## src/rtl/regdrp_pkg.sv

```systemverilog
package regdrp_pkg;
    localparam int DRP_AW = 7;
    localparam int DRP_DW = 16;

    localparam logic [7:0] OFS_RSTCTL = 8'h40;
    localparam logic [7:0] OFS_CLKSEL = 8'h44;
    localparam logic [7:0] OFS_CTRL   = 8'h70;
    localparam logic [7:0] OFS_STAT   = 8'h74;

    localparam int START_BIT = 29;
    localparam int READ_BIT  = 28;
    localparam int ADDR_LSB  = 16;
    localparam int BUSY_BIT  = 16;

    typedef enum logic [1:0] {
        PH_IDLE  = 2'd0,
        PH_ISSUE = 2'd1,
        PH_WAIT  = 2'd2
    } drp_phase_e;

    typedef struct packed {
        logic              rd;
        logic [DRP_AW-1:0] addr;
        logic [DRP_DW-1:0] data;
    } drp_cmd_t;

    function automatic drp_cmd_t unpack_ctrl(input logic [31:0] w);
        drp_cmd_t c;
        c.rd   = w[READ_BIT];
        c.addr = w[ADDR_LSB +: DRP_AW];
        c.data = w[DRP_DW-1:0];
        return c;
    endfunction

    function automatic logic [31:0] pack_ctrl(input drp_cmd_t c);
        logic [31:0] w;
        w = '0;
        w[READ_BIT] = c.rd;
        w[ADDR_LSB +: DRP_AW] = c.addr;
        w[DRP_DW-1:0] = c.data;
        return w;
    endfunction
endpackage

```

## src/rtl/regdrp_cfg.sv

```systemverilog
module regdrp_cfg #(
    parameter int SEL_W = 2
) (
    input  logic             clk,
    input  logic             rst,
    input  logic             wr_rstctl,
    input  logic             wr_clksel,
    input  logic [1:0]       wdata_rst,
    input  logic [SEL_W-1:0] wdata_sel,
    output logic [1:0]       rstctl_q,
    output logic [SEL_W-1:0] clksel_q
);
    always_ff @(posedge clk) begin
        if (rst) begin
            rstctl_q <= '0;
            clksel_q <= '0;
        end else begin
            if (wr_rstctl) rstctl_q <= wdata_rst;
            if (wr_clksel) clksel_q <= wdata_sel;
        end
    end
endmodule

```

## src/rtl/regdrp_engine.sv

```systemverilog
module regdrp_engine
    import regdrp_pkg::*;
(
    input  logic              clk,
    input  logic              rst,
    input  logic              start,
    input  drp_cmd_t          cmd_in,
    input  logic              drp_rdy,
    input  logic [DRP_DW-1:0] drp_do,
    output logic              busy,
    output drp_cmd_t          cmd_q,
    output logic [DRP_DW-1:0] rd_data,
    output logic              drp_en,
    output logic              drp_we
);
    drp_phase_e phase_q;

    always_ff @(posedge clk) begin
        if (rst) begin
            phase_q <= PH_IDLE;
            cmd_q   <= '0;
            rd_data <= '0;
        end else begin
            unique case (phase_q)
                PH_IDLE: begin
                    if (start) begin
                        phase_q <= PH_ISSUE;
                        cmd_q   <= cmd_in;
                    end
                end
                PH_ISSUE: phase_q <= PH_WAIT;
                PH_WAIT: begin
                    if (drp_rdy) begin
                        phase_q <= PH_IDLE;
                        if (cmd_q.rd) rd_data <= drp_do;
                    end
                end
                default: phase_q <= PH_IDLE;
            endcase
        end
    end

    assign busy   = (phase_q != PH_IDLE);
    assign drp_en = (phase_q == PH_ISSUE);
    assign drp_we = (phase_q == PH_ISSUE) && !cmd_q.rd;
endmodule

```

## src/rtl/regdrp_bridge.sv

```systemverilog
module regdrp_bridge
    import regdrp_pkg::*;
#(
    parameter int AW    = 8,
    parameter int SEL_W = 2
) (
    input  logic              clk,
    input  logic              rst,
    input  logic              reg_wr,
    input  logic [AW-1:0]     reg_addr,
    input  logic [31:0]       reg_wdata,
    output logic [31:0]       reg_rdata,
    output logic              core_rel,
    output logic              prim_en,
    output logic [SEL_W-1:0]  clk_sel,
    output logic [DRP_AW-1:0] drp_addr,
    output logic [DRP_DW-1:0] drp_di,
    input  logic [DRP_DW-1:0] drp_do,
    output logic              drp_en,
    output logic              drp_we,
    input  logic              drp_rdy
);
    localparam logic [AW-1:0] A_RSTCTL = AW'(OFS_RSTCTL);
    localparam logic [AW-1:0] A_CLKSEL = AW'(OFS_CLKSEL);
    localparam logic [AW-1:0] A_CTRL   = AW'(OFS_CTRL);
    localparam logic [AW-1:0] A_STAT   = AW'(OFS_STAT);

    logic              busy;
    logic              start;
    logic [1:0]        rstctl_q;
    drp_cmd_t          cmd_q;
    logic [DRP_DW-1:0] rd_data;
    logic              unused_bits;

    assign unused_bits = ^{reg_wdata[31:START_BIT+1], reg_wdata[READ_BIT-1:ADDR_LSB+DRP_AW]};

    assign start = reg_wr && (reg_addr == A_CTRL) && reg_wdata[START_BIT] && !busy;

    regdrp_cfg #(.SEL_W(SEL_W)) cfg_i (
        .clk       (clk),
        .rst       (rst),
        .wr_rstctl (reg_wr && (reg_addr == A_RSTCTL)),
        .wr_clksel (reg_wr && (reg_addr == A_CLKSEL)),
        .wdata_rst (reg_wdata[1:0]),
        .wdata_sel (reg_wdata[SEL_W-1:0]),
        .rstctl_q  (rstctl_q),
        .clksel_q  (clk_sel)
    );

    regdrp_engine eng_i (
        .clk     (clk),
        .rst     (rst),
        .start   (start),
        .cmd_in  (unpack_ctrl(reg_wdata)),
        .drp_rdy (drp_rdy),
        .drp_do  (drp_do),
        .busy    (busy),
        .cmd_q   (cmd_q),
        .rd_data (rd_data),
        .drp_en  (drp_en),
        .drp_we  (drp_we)
    );

    assign core_rel = rstctl_q[0];
    assign prim_en  = rstctl_q[1];
    assign drp_addr = cmd_q.addr;
    assign drp_di   = cmd_q.data;

    always_comb begin
        reg_rdata = '0;
        if (reg_addr == A_RSTCTL) begin
            reg_rdata[1:0] = rstctl_q;
        end else if (reg_addr == A_CLKSEL) begin
            reg_rdata[SEL_W-1:0] = clk_sel;
        end else if (reg_addr == A_CTRL) begin
            reg_rdata = pack_ctrl(cmd_q);
        end else if (reg_addr == A_STAT) begin
            reg_rdata[BUSY_BIT]     = busy;
            reg_rdata[DRP_DW-1:0]   = rd_data;
        end
    end
endmodule


```

## config.mk

```make
export PLATFORM = sky130hd
export DESIGN_NAME = regdrp_bridge
export DESIGN_NICKNAME = d
export VERILOG_FILES = /design/src/rtl/regdrp_pkg.sv /design/src/rtl/regdrp_cfg.sv /design/src/rtl/regdrp_engine.sv /design/src/rtl/regdrp_bridge.sv
export SDC_FILE = /design/constraint.sdc
export NUM_CORES = 1
export LEC_CHECK = 0
export BUFFER_PORTS_ARGS = -buffer_cell sky130_fd_sc_hd__buf_2
export CORE_UTILIZATION = 44
export CTS_CLUSTER_SIZE = 8
export DETAILED_ROUTE_END_ITERATION = 12
export HOLD_SLACK_MARGIN = 0.15
export PLACE_DENSITY = 0.79
export REMOVE_ABC_BUFFERS = 1
export SLEW_MARGIN = 10
export SYNTH_ARGS = -nofsm -noshare
export SYNTH_HDL_FRONTEND = slang
export SYNTH_HIERARCHICAL = 1
export SYNTH_SLANG_ARGS = --single-unit
```

## constraint.sdc

```tcl
create_clock -name clk -period 4 [get_ports clk]
set_input_delay 0.2 -clock clk [delete_from_list [all_inputs] [get_ports clk]]
set_output_delay 0.2 -clock clk [all_outputs]
set_load 0.1 [all_outputs]
```

==> out/metrics.cfg, run 1 <==
[outcome]
outcome = complete, no violations

[final_layout]
final_cell_mix = 105 x buf_2, 80 x nand2b_1, 46 x mux2i_1, 46 x dfxtp_1, 12 x a22o_2
final-seq-area_um2 = 921
diodes = 0
drive_gt1_share_pct = 38.5
multi_input_area_um2 = 1410
fillers = 524
syn_to_final_growth_pct = 22.7
final_common_cell = buf_2
nets = 410

[synth]
yosysSeqAreaShare_pct = 36.8
synth_top_area_share_pct = 36.8
synth_warnings = 6
syn_inst = 254
yosysUniqueCellTypes = 31
netlist_area_um2 = 2500
synthTopCellsByArea = dfxtp_1 37%, nand2b_1 20%, mux2i_1 18%
yosysTopAreaCell = dfxtp_1
ys_ff_latch = 46
syn_avg_cell_area_um2 = 9.86

[route]
vias = 2035
dr.pass1.iters = 4
wl_per_cell_um = 12.7
drt-total-wl_um = 5350
viasPerCell = 4.81
detail-route-antenna-nets = 0
drtIter0Drc = 63
route.detailed.drc = 0

[timing]
fmax_ghz = 0.419
tightest_slew_ns = 1.05
setup_viol = 0
slew_viol_final = 0
holdWs_ns = 0.158
fin_crit_ns = 2.39
hold_violations = 0
fin_crit_sh_pct = 59.7
rsz0062_at_grt = false
slew_headroom_pct = 30.3
clock_skew_ns = 0.00521

[setup_path]
arrival_ns = 2.19
required_ns = 3.80
start_kind = primary input
criticalPathCategory = in -> out
crit_fanout = 14
endpoint_kind = output port

[power]
power.leakage_nw = 1.37
peakVddDrop_uv = 118
p_per_area_nw_per_um2 = 276
total_power_mw = 0.849

[die]
die_w_um = 77.4
dieArea_um2 = 6000
io_pins = 121
core-area_um2 = 5510
start_util_pct = 45.5
fp.dieH_um = 77.4
rows = 27

[placement]
place_congestion = 0.775
dp_hpwl_um = 3800
portBuffers = 105

[global_routing]
grt.total_usage_pct = 18.0
grt-ovfl-total = 0
grt_pass1_vias = 1891
grt_pass1_wl_um = 8540
antenna_found_initial = 0
grt_max_degree = 87

[cts]
cts_buffers = 5
clock_latency_ns = 0.29
post_cts_buffers = 0
root_buffer = clkbuf_8
htree_levels = 2
path_clk_slew_ns = 0.08
cts_buffer_depth = 2
cts_tree = done
clock-sinks = 46

[worst_hold_path]
holdCritPathClass = in -> reg

[job]
drv_cap = 0

power breakdown:
group	leakage [nW]	switching, mW	internal [mW]
Combinational	0.953	0.0625	0.0382
Clock	0.0482	0.151	0.140
Sequential	0.370	0.000164	0.458
Total	1.37	0.214	0.635
worst max-delay path: stages:
cell,delay [ns]
buf_2,0.09
or3_1,0.53
nor3_4,0.47
buf_4,0.28
and2_1,0.18
buf_2,0.43
final timing paths:
| check | from | endpoint | slack, ns | cells past startpoint |
|---|---|---|---|---|
| setup / recovery | reg_addr[1] | reg_rdata[21] | 1.61 | 6 |
| hold / removal | drp_do[8] | eng_i/rd_data[8]$_SDFFE_PP0P_ | 0.16 | 3 |
| setup reg to reg | eng_i/phase_q[1]$_SDFFE_PP0P_ | eng_i/cmd_q[13]$_SDFFE_PP0P_ | 2.28 | 5 |
| hold reg to reg | eng_i/rd_data[15]$_SDFFE_PP0P_ | eng_i/rd_data[15]$_SDFFE_PP0P_ | 0.48 | 2 |
kinds of logic after synthesis:
family | count (synthesis) | share of synthesized area, %
simple gates | 114 | 29.5
buf+inv | 29 | 8.35
flops | 46 | 36.8
other cells | 1 | 0.150
mux | 46 | 18.4
compound gates | 18 | 6.85
metrics by stage:
step,area [um2],setup TNS (ns),setup WS [ns],instances,utilization [%]
after floorplan,2330,-12.40,-0.500,234,-
after global placement,2970,0,1.41,414,54.0
after global routing,3070,0,1.48,423,55.8
after CTS,3070,0,1.59,423,55.8
final,3070,0,1.61,423,55.8
after detailed placement,2970,0,1.35,414,54.0
area by class of cell:
cell class | count | share of cell area, %
Multi-Input combinational cell | 186 | 45.7
Sequential cell | 46 | 30.0
Timing Repair Buffer | 109 | 18.2
Tap cell | 72 | 2.93
Clock buffer | 7 | 2.81
Inverter | 2 | 0.244
Clock inverter | 1 | 0.163
routing by layer:
| layer | GRT usage, % | up-vias | share of wire, % |
|---|---|---|---|
| met1 | 21.4 | 926 | 45 |
| met5 | 0 | - | 0 |
| met3 | 3.06 | 9 | 4.5 |
| li1 | - | 1028 | - |
| met4 | 7.36 | 0 | 1.7 |
| met2 | 31.6 | 72 | 49 |
cell usage after synthesis:
| library cell | count |
|---|---|
| buf_4 | 9 |
| a21oi_1 | 1 |
| nor3_4 | 2 |
| and2_1 | 7 |
| nor2_1 | 6 |
| a22o_2 | 12 |
| inv_1 | 2 |
| mux2i_1 | 46 |
| or4b_4 | 1 |
| or2_4 | 1 |
| and4b_2 | 1 |
| nor2b_1 | 3 |
| nand2b_1 | 80 |
| or3b_2 | 1 |
| nand4b_1 | 1 |
| nor3_1 | 4 |
| or2b_1 | 1 |
| buf_12 | 1 |
| and4b_1 | 1 |
| clkbuf_4 | 1 |
| nor3b_1 | 2 |
| or3_1 | 1 |
| or2_2 | 1 |
| conb_1 | 1 |
| clkbuf_1 | 9 |
| buf_2 | 1 |
| buf_6 | 6 |
| dfxtp_1 | 46 |
| nand2_1 | 1 |
| o32a_1 | 2 |
| a22o_1 | 3 |
registers in the layout, summed over array words and instances, names as in the netlist:
name,count
eng_i/cmd_q,24
cfg_i/clksel_q,2
eng_i/phase_q,2
cfg_i/rstctl_q,2
eng_i/rd_data,16
what timing repair did:
item / CTS / global route
hold buffers: 1 / 0
endpoints found under the setup margin: 0 / 0
hold endpoints to repair: 1 / 0
gates resized for setup: 0 / 0
No activity file was read; power rests on OpenSTA's default activity.
==> run 2: changes to the inputs <==
--- a/config.mk
+++ b/config.mk
@@ -5,8 +5,9 @@
 export SDC_FILE = /design/constraint.sdc
 export NUM_CORES = 1
 export LEC_CHECK = 0
+export ABC_AREA = 1
 export BUFFER_PORTS_ARGS = -buffer_cell sky130_fd_sc_hd__buf_2
-export CORE_UTILIZATION = 44
+export CORE_UTILIZATION = 42
 export CTS_CLUSTER_SIZE = 8
 export DETAILED_ROUTE_END_ITERATION = 12
 export HOLD_SLACK_MARGIN = 0.15
==> constraint.sdc (replaced) <==
create_clock -name clk -period 2 [get_ports clk]
set_input_delay 0.1 -clock clk [delete_from_list [all_inputs] [get_ports clk]]
set_output_delay 0.1 -clock clk [all_outputs]
set_load 0.1 [all_outputs]
==> out/metrics.cfg, run 2 <==
[placement]
dp_hpwl_um = 4580
post-place-ws_ns = 0.218
placed_cell_area_um2 = 3200
portBuffers = 105
place_congestion = 0.776

[global_routing]
grt-ovfl-total = 0
grt_pass1_wl_um = 11500
antenna_found_initial = 0
grt_pass1_vias = 2634
grt_max_degree = 25
grt.total_usage_pct = 23.3

[die]
rows = 27
start_util_pct = 44.5
die_w_um = 79.3
io_pins = 121
dieArea_um2 = 6290
fp.dieH_um = 79.3
core-area_um2 = 5640

[final_layout]
largest_register = eng_i/cmd_q
fillers = 500
drive_gt1_share_pct = 26.3
multi_input_area_um2 = 1270
reg_top3 = eng_i/cmd_q (24), eng_i/rd_data (16)
largest_reg_flops = 24
design_area_um2 = 3700
final_core_util_pct = 65.5
diodes = 0
final_common_cell = nor2_1
nets = 583
syn_to_final_growth_pct = 47.1
final_cell_mix = 101 x nor2_1, 94 x buf_2, 70 x nand2_1, 54 x nand3_1, 46 x dfxtp_1
final-seq-area_um2 = 921

[synth]
ys_ff_latch = 46
yosysTopAreaCell = dfxtp_1
yosysUniqueCellTypes = 19
yosysSeqAreaShare_pct = 36.7
syn_avg_cell_area_um2 = 6.53
synth_top_cells_by_count = 102 x nor2_1, 70 x nand2_1, 54 x nand3_1
synth_most_common_cell = nor2_1
synthTopCellsByArea = dfxtp_1 37%, nor2_1 15%, nand3_1 11%
ys.flop_type = dfxtp_1
netlist_area_um2 = 2510
synth_warnings = 6
syn_inst = 385
synth_async_sr_flop_share_pct = 0
synth_edf_count = 0
synth_top_area_share_pct = 36.7

[timing]
setup_viol = 0
fin_crit_ns = 1.57
clock_skew_ns = 0.00389
tightest_slew_ns = 0.589
rsz0062_at_grt = false
layout_setup_ws_ns = 0.429
fin_crit_sh_pct = 78.5
fmax_ghz = 0.637
slew_headroom_pct = 60.7
setup_tns_ns = 0
slew_viol_final = 0
hold_violations = 0

[route]
drtIter0Drc = 96
vias = 2783
drt-total-wl_um = 7040
wl_per_cell_um = 11.8
viasPerCell = 4.67
dr.pass1.iters = 4
route.detailed.drc = 0
detail-route-antenna-nets = 0

[worst_hold_path]
holdCritPathClass = in -> reg

[cts]
cts_buffers = 5
cts_tree = done
path_clk_slew_ns = 0.08
cts_buffer_depth = 2
holdBufCountCts = 39
htree_levels = 2
clock-sinks = 46
ctsResizeCount = 0
clock_latency_ns = 0.29
root_buffer = clkbuf_8
post_cts_buffers = 0

[power]
power.leakage_nw = 1.87
total_power_mw = 1.83
p_per_area_nw_per_um2 = 495
peakVddDrop_uv = 254

[setup_path]
required_ns = 2.22
endpoint_kind = register
crit_fanout = 24
start_kind = register
ff2ff_setup_slack_ns = 0.43
arrival_ns = 1.79
criticalPathCategory = reg -> reg

[outcome]
outcome = complete, no violations

[job]
drv_cap = 0

## run 2: changes by cell type after synthesis, sizes merged, moves of 40 or more
| cell | before | now |
|---|---|---|
| inv | 2 | 42 |
| mux2i | 46 | 0 |
| nand2 | 1 | 76 |
| nand2b | 80 | 0 |
| nand3 | 0 | 54 |
| nor2 | 6 | 108 |
## run 2: routing by layer
metal	GRT usage, %	vias to the layer above	wire length [um]
met5	0	-	0
met4	7.64	0	73
met3	4.25	8	360
met2	43.3	91	3580
met1	26.7	1244	3030
li1	-	1440	-
## run 2: metrics by stage
step	hold WS [ns]	std cells
after floorplan	0.177	363
after global placement	0.302	549
after detailed placement	0.308	549
after CTS	0.153	596
after global routing	0.152	596
final	0.160	596
## run 2: area by class of cell
class | instances | area share (%)
sequential | 46 | 24.9
inverter | 42 | 4.27
clock buffer | 8 | 2.98
timing repair buffer | 153 | 31.1
tap | 72 | 2.44
multi-input combinational | 275 | 34.3
## run 2: worst max-delay path, stage by stage (launching register included)
cell and delay (ns):
dfxtp_1 0.38, inv_2 0.10, nand2_2 0.10, nor2_2 0.13
inv_1 0.08, nor2_4 0.49, nor2_1 0.08, nor2_1 0.14
## run 2: cells by family after synthesis
| logic type | share of synthesized area [%] |
|---|---|
| AOI/OAI and AO/OA | 0.299 |
| DFF | 36.7 |
| buffers and inverters | 14.0 |
| other | 0.149 |
| and+or+nand+nor | 48.9 |
## run 2: final timing paths
kind                                   endpoint  cells after the start                     startpoint
hold reg to reg   eng_i/rd_data[6]$_SDFFE_PP0P_                      2  eng_i/rd_data[6]$_SDFFE_PP0P_
hold / removal      eng_i/cmd_q[9]$_SDFFE_PP0P_                      4                   reg_wdata[9]
setup reg to reg   eng_i/cmd_q[13]$_SDFFE_PP0P_                      7  eng_i/phase_q[0]$_SDFFE_PP0P_
setup / recovery   eng_i/cmd_q[13]$_SDFFE_PP0P_                      7  eng_i/phase_q[0]$_SDFFE_PP0P_
## run 2: where the power goes
| group | switching (mW) | internal (mW) | leakage (nW) |
|---|---|---|---|
| clock | 0.292 | 0.349 | 0.0575 |
| sequential | 0.000624 | 0.915 | 0.370 |
| combinational | 0.155 | 0.117 | 1.45 |
| total | 0.447 | 1.38 | 1.87 |
==> run 3: changes to the inputs <==
==> constraint.sdc (replaced) <==
create_clock -name clk -period 1.4 [get_ports clk]
set_input_delay 0.07 -clock clk [delete_from_list [all_inputs] [get_ports clk]]
set_output_delay 0.07 -clock clk [all_outputs]
set_load 0.1 [all_outputs]
==> out/metrics.cfg, run 3 (synthesized netlist as in run 2, its figures left out) <==
[outcome]
outcome = complete, no violations

[final_layout]
final-seq-area_um2 = 922
diodes = 0
reg_top3 = eng_i/cmd_q (24), eng_i/rd_data (16)
final_cell_mix = 100 x nor2_1, 79 x buf_2, 70 x nand2_1, 54 x nand3_1, 45 x dfxtp_1
fillers = 461
nets = 590
multi_input_area_um2 = 1280
instances_no_fill = 603
drive_gt1_share_pct = 26.9
design_area_um2 = 4010
largest_reg_flops = 24
syn_to_final_growth_pct = 59.7
final_common_cell = nor2_1
largest_register = eng_i/cmd_q

[setup_path]
crit_start = eng_i/phase_q[1]$_SDFFE_PP0P_
cp_slowest_cell = dfxtp_2
required_ns = 1.33
arrival_ns = 1.26
start_kind = register
endpoint_kind = output port
rr_startpoint = eng_i/phase_q[1]$_SDFFE_PP0P_
crit_buf_inv = 2
cp_top_family = flip-flops
reg2reg_to = eng_i/cmd_q[19]$_SDFFE_PP0P_
worstRegToRegCells = 8
criticalPathCategory = reg -> out
worstPathCellList = inv_2, nand2_2, nand3_1, nand2_1, buf_12
slowest_delay_ns = 0.37
crit_cells = 5
crit_fanout = 4
ff2ff_setup_slack_ns = 0.11
critPathCapture = reg_rdata[16]

[timing]
fin_crit_ns = 1.33
fmax_ghz = 0.749
clock_skew_ns = 0.00759
setup_tns_ns = 0
slew_viol_final = 0
fin_crit_sh_pct = 95.3
setup_viol = 0
hold_violations = 0

[die]
dieArea_um2 = 6290
io_pins = 121
die_w_um = 79.3
start_util_pct = 44.5
core-area_um2 = 5640
rows = 27
fp.dieH_um = 79.3

[placement]
dp_hpwl_um = 4860
placed_cell_area_um2 = 3490
portBuffers = 105
dp_cells = 553
place_congestion = 0.739

[route]
wl_per_cell_um = 12.3
vias = 2811
route.detailed.drc = 0
drt-total-wl_um = 7400
viasPerCell = 4.66
drtIter0Drc = 100
detail-route-antenna-nets = 0
dr.pass1.iters = 4

[power]
power.leakage_nw = 1.95
total_power_mw = 2.53
peakVddDrop_uv = 373
p_per_area_nw_per_um2 = 630

[cts]
clock_latency_ns = 0.29
cts_tree = done
htree_levels = 2
cts_buffer_depth = 2
post_cts_buffers = 0
cts_buffers = 5
path_clk_slew_ns = 0.08
root_buffer = clkbuf_8
clock-sinks = 46

[global_routing]
grt_pass1_wl_um = 11800
grt.total_usage_pct = 24.3
antenna_found_initial = 0
grt_max_degree = 36
grt_pass1_vias = 2626
grt-ovfl-total = 0

[job]
drv_cap = 0

[worst_hold_path]
holdCritPathClass = in -> reg

-- run 3: cell types whose count changed in the layout (fill, tap and decap cells not counted) --
cell / delta
buf_12: +18
buf_2: -15
buf_6: +1
clkbuf_1: +1
clkbuf_8: -2
clkinv_2: +1
dfxtp_1: -1
dfxtp_2: +1
dlygate4sd3_1: +3
nor2_1: -1
nor2_4: +1
-- run 3: power breakdown --
group          internal [mW]  switching [mW]
Clock                  0.399           0.419
Sequential              1.31        0.000869
Combinational          0.177           0.223
-- run 3: worst min-delay path: stages --
cell and delay [ns]:
buf_2 0.11, inv_1 0.07, nor2_1 0.08, nor2_1 0.09
nor2_1 0.05
-- run 3: what timing repair did --
action / 4_1_cts / 5_1_grt
gates resized for setup: 0 / 4
hold endpoints to repair: 46 / 0
hold buffers: 42 / 0
endpoints found under the setup margin: 0 / 14
-- run 3: metal layers --
layer / vias up / wire, um / GRT usage (%)
li1: 1452 / - / -
met1: 1246 / 3030 / 26.7
met2: 105 / 3880 / 46.6
met3: 8 / 408 / 4.37
met4: 0 / 80 / 7.09
met5: - / 0 / 0
-- run 3: worst min path at each step --
stage          cells past startpoint                              to  startpoint  slack [ns]
5_1_grt                            5  cfg_i/clksel_q[0]$_SDFFE_PP0P_      reg_wr        0.25
3_5_place_dp                       2   eng_i/phase_q[0]$_SDFFE_PP0P_         rst        0.28
2_1_floorplan                      1   eng_i/phase_q[0]$_SDFFE_PP0P_         rst        0.15
4_1_cts                            5  cfg_i/clksel_q[0]$_SDFFE_PP0P_      reg_wr        0.21
6_report                           5  cfg_i/clksel_q[0]$_SDFFE_PP0P_      reg_wr        0.23
3_3_place_gp                       2   eng_i/phase_q[0]$_SDFFE_PP0P_         rst        0.28
-- run 3: stage by stage --
step	hold WS, ns	setup WS, ns	util [%]
floorplan	0.147	-1.00	-
global placement	0.276	0.109	61.8
detailed placement	0.277	0.0469	61.8
CTS	0.207	0.0235	70.9
global route	0.251	-0.0268	71.1
finish	0.225	0.0651	71.1
-- run 3: area by class of cell --
type / count / share of cell area (%)
well taps: 72 / 2.25
inverters: 42 / 3.93
multi-input cells: 275 / 31.8
repair buffers: 160 / 36.8
clock inverters: 1 / 0.125
clock buffers: 7 / 2.15
flip-flops and latches: 46 / 23.0
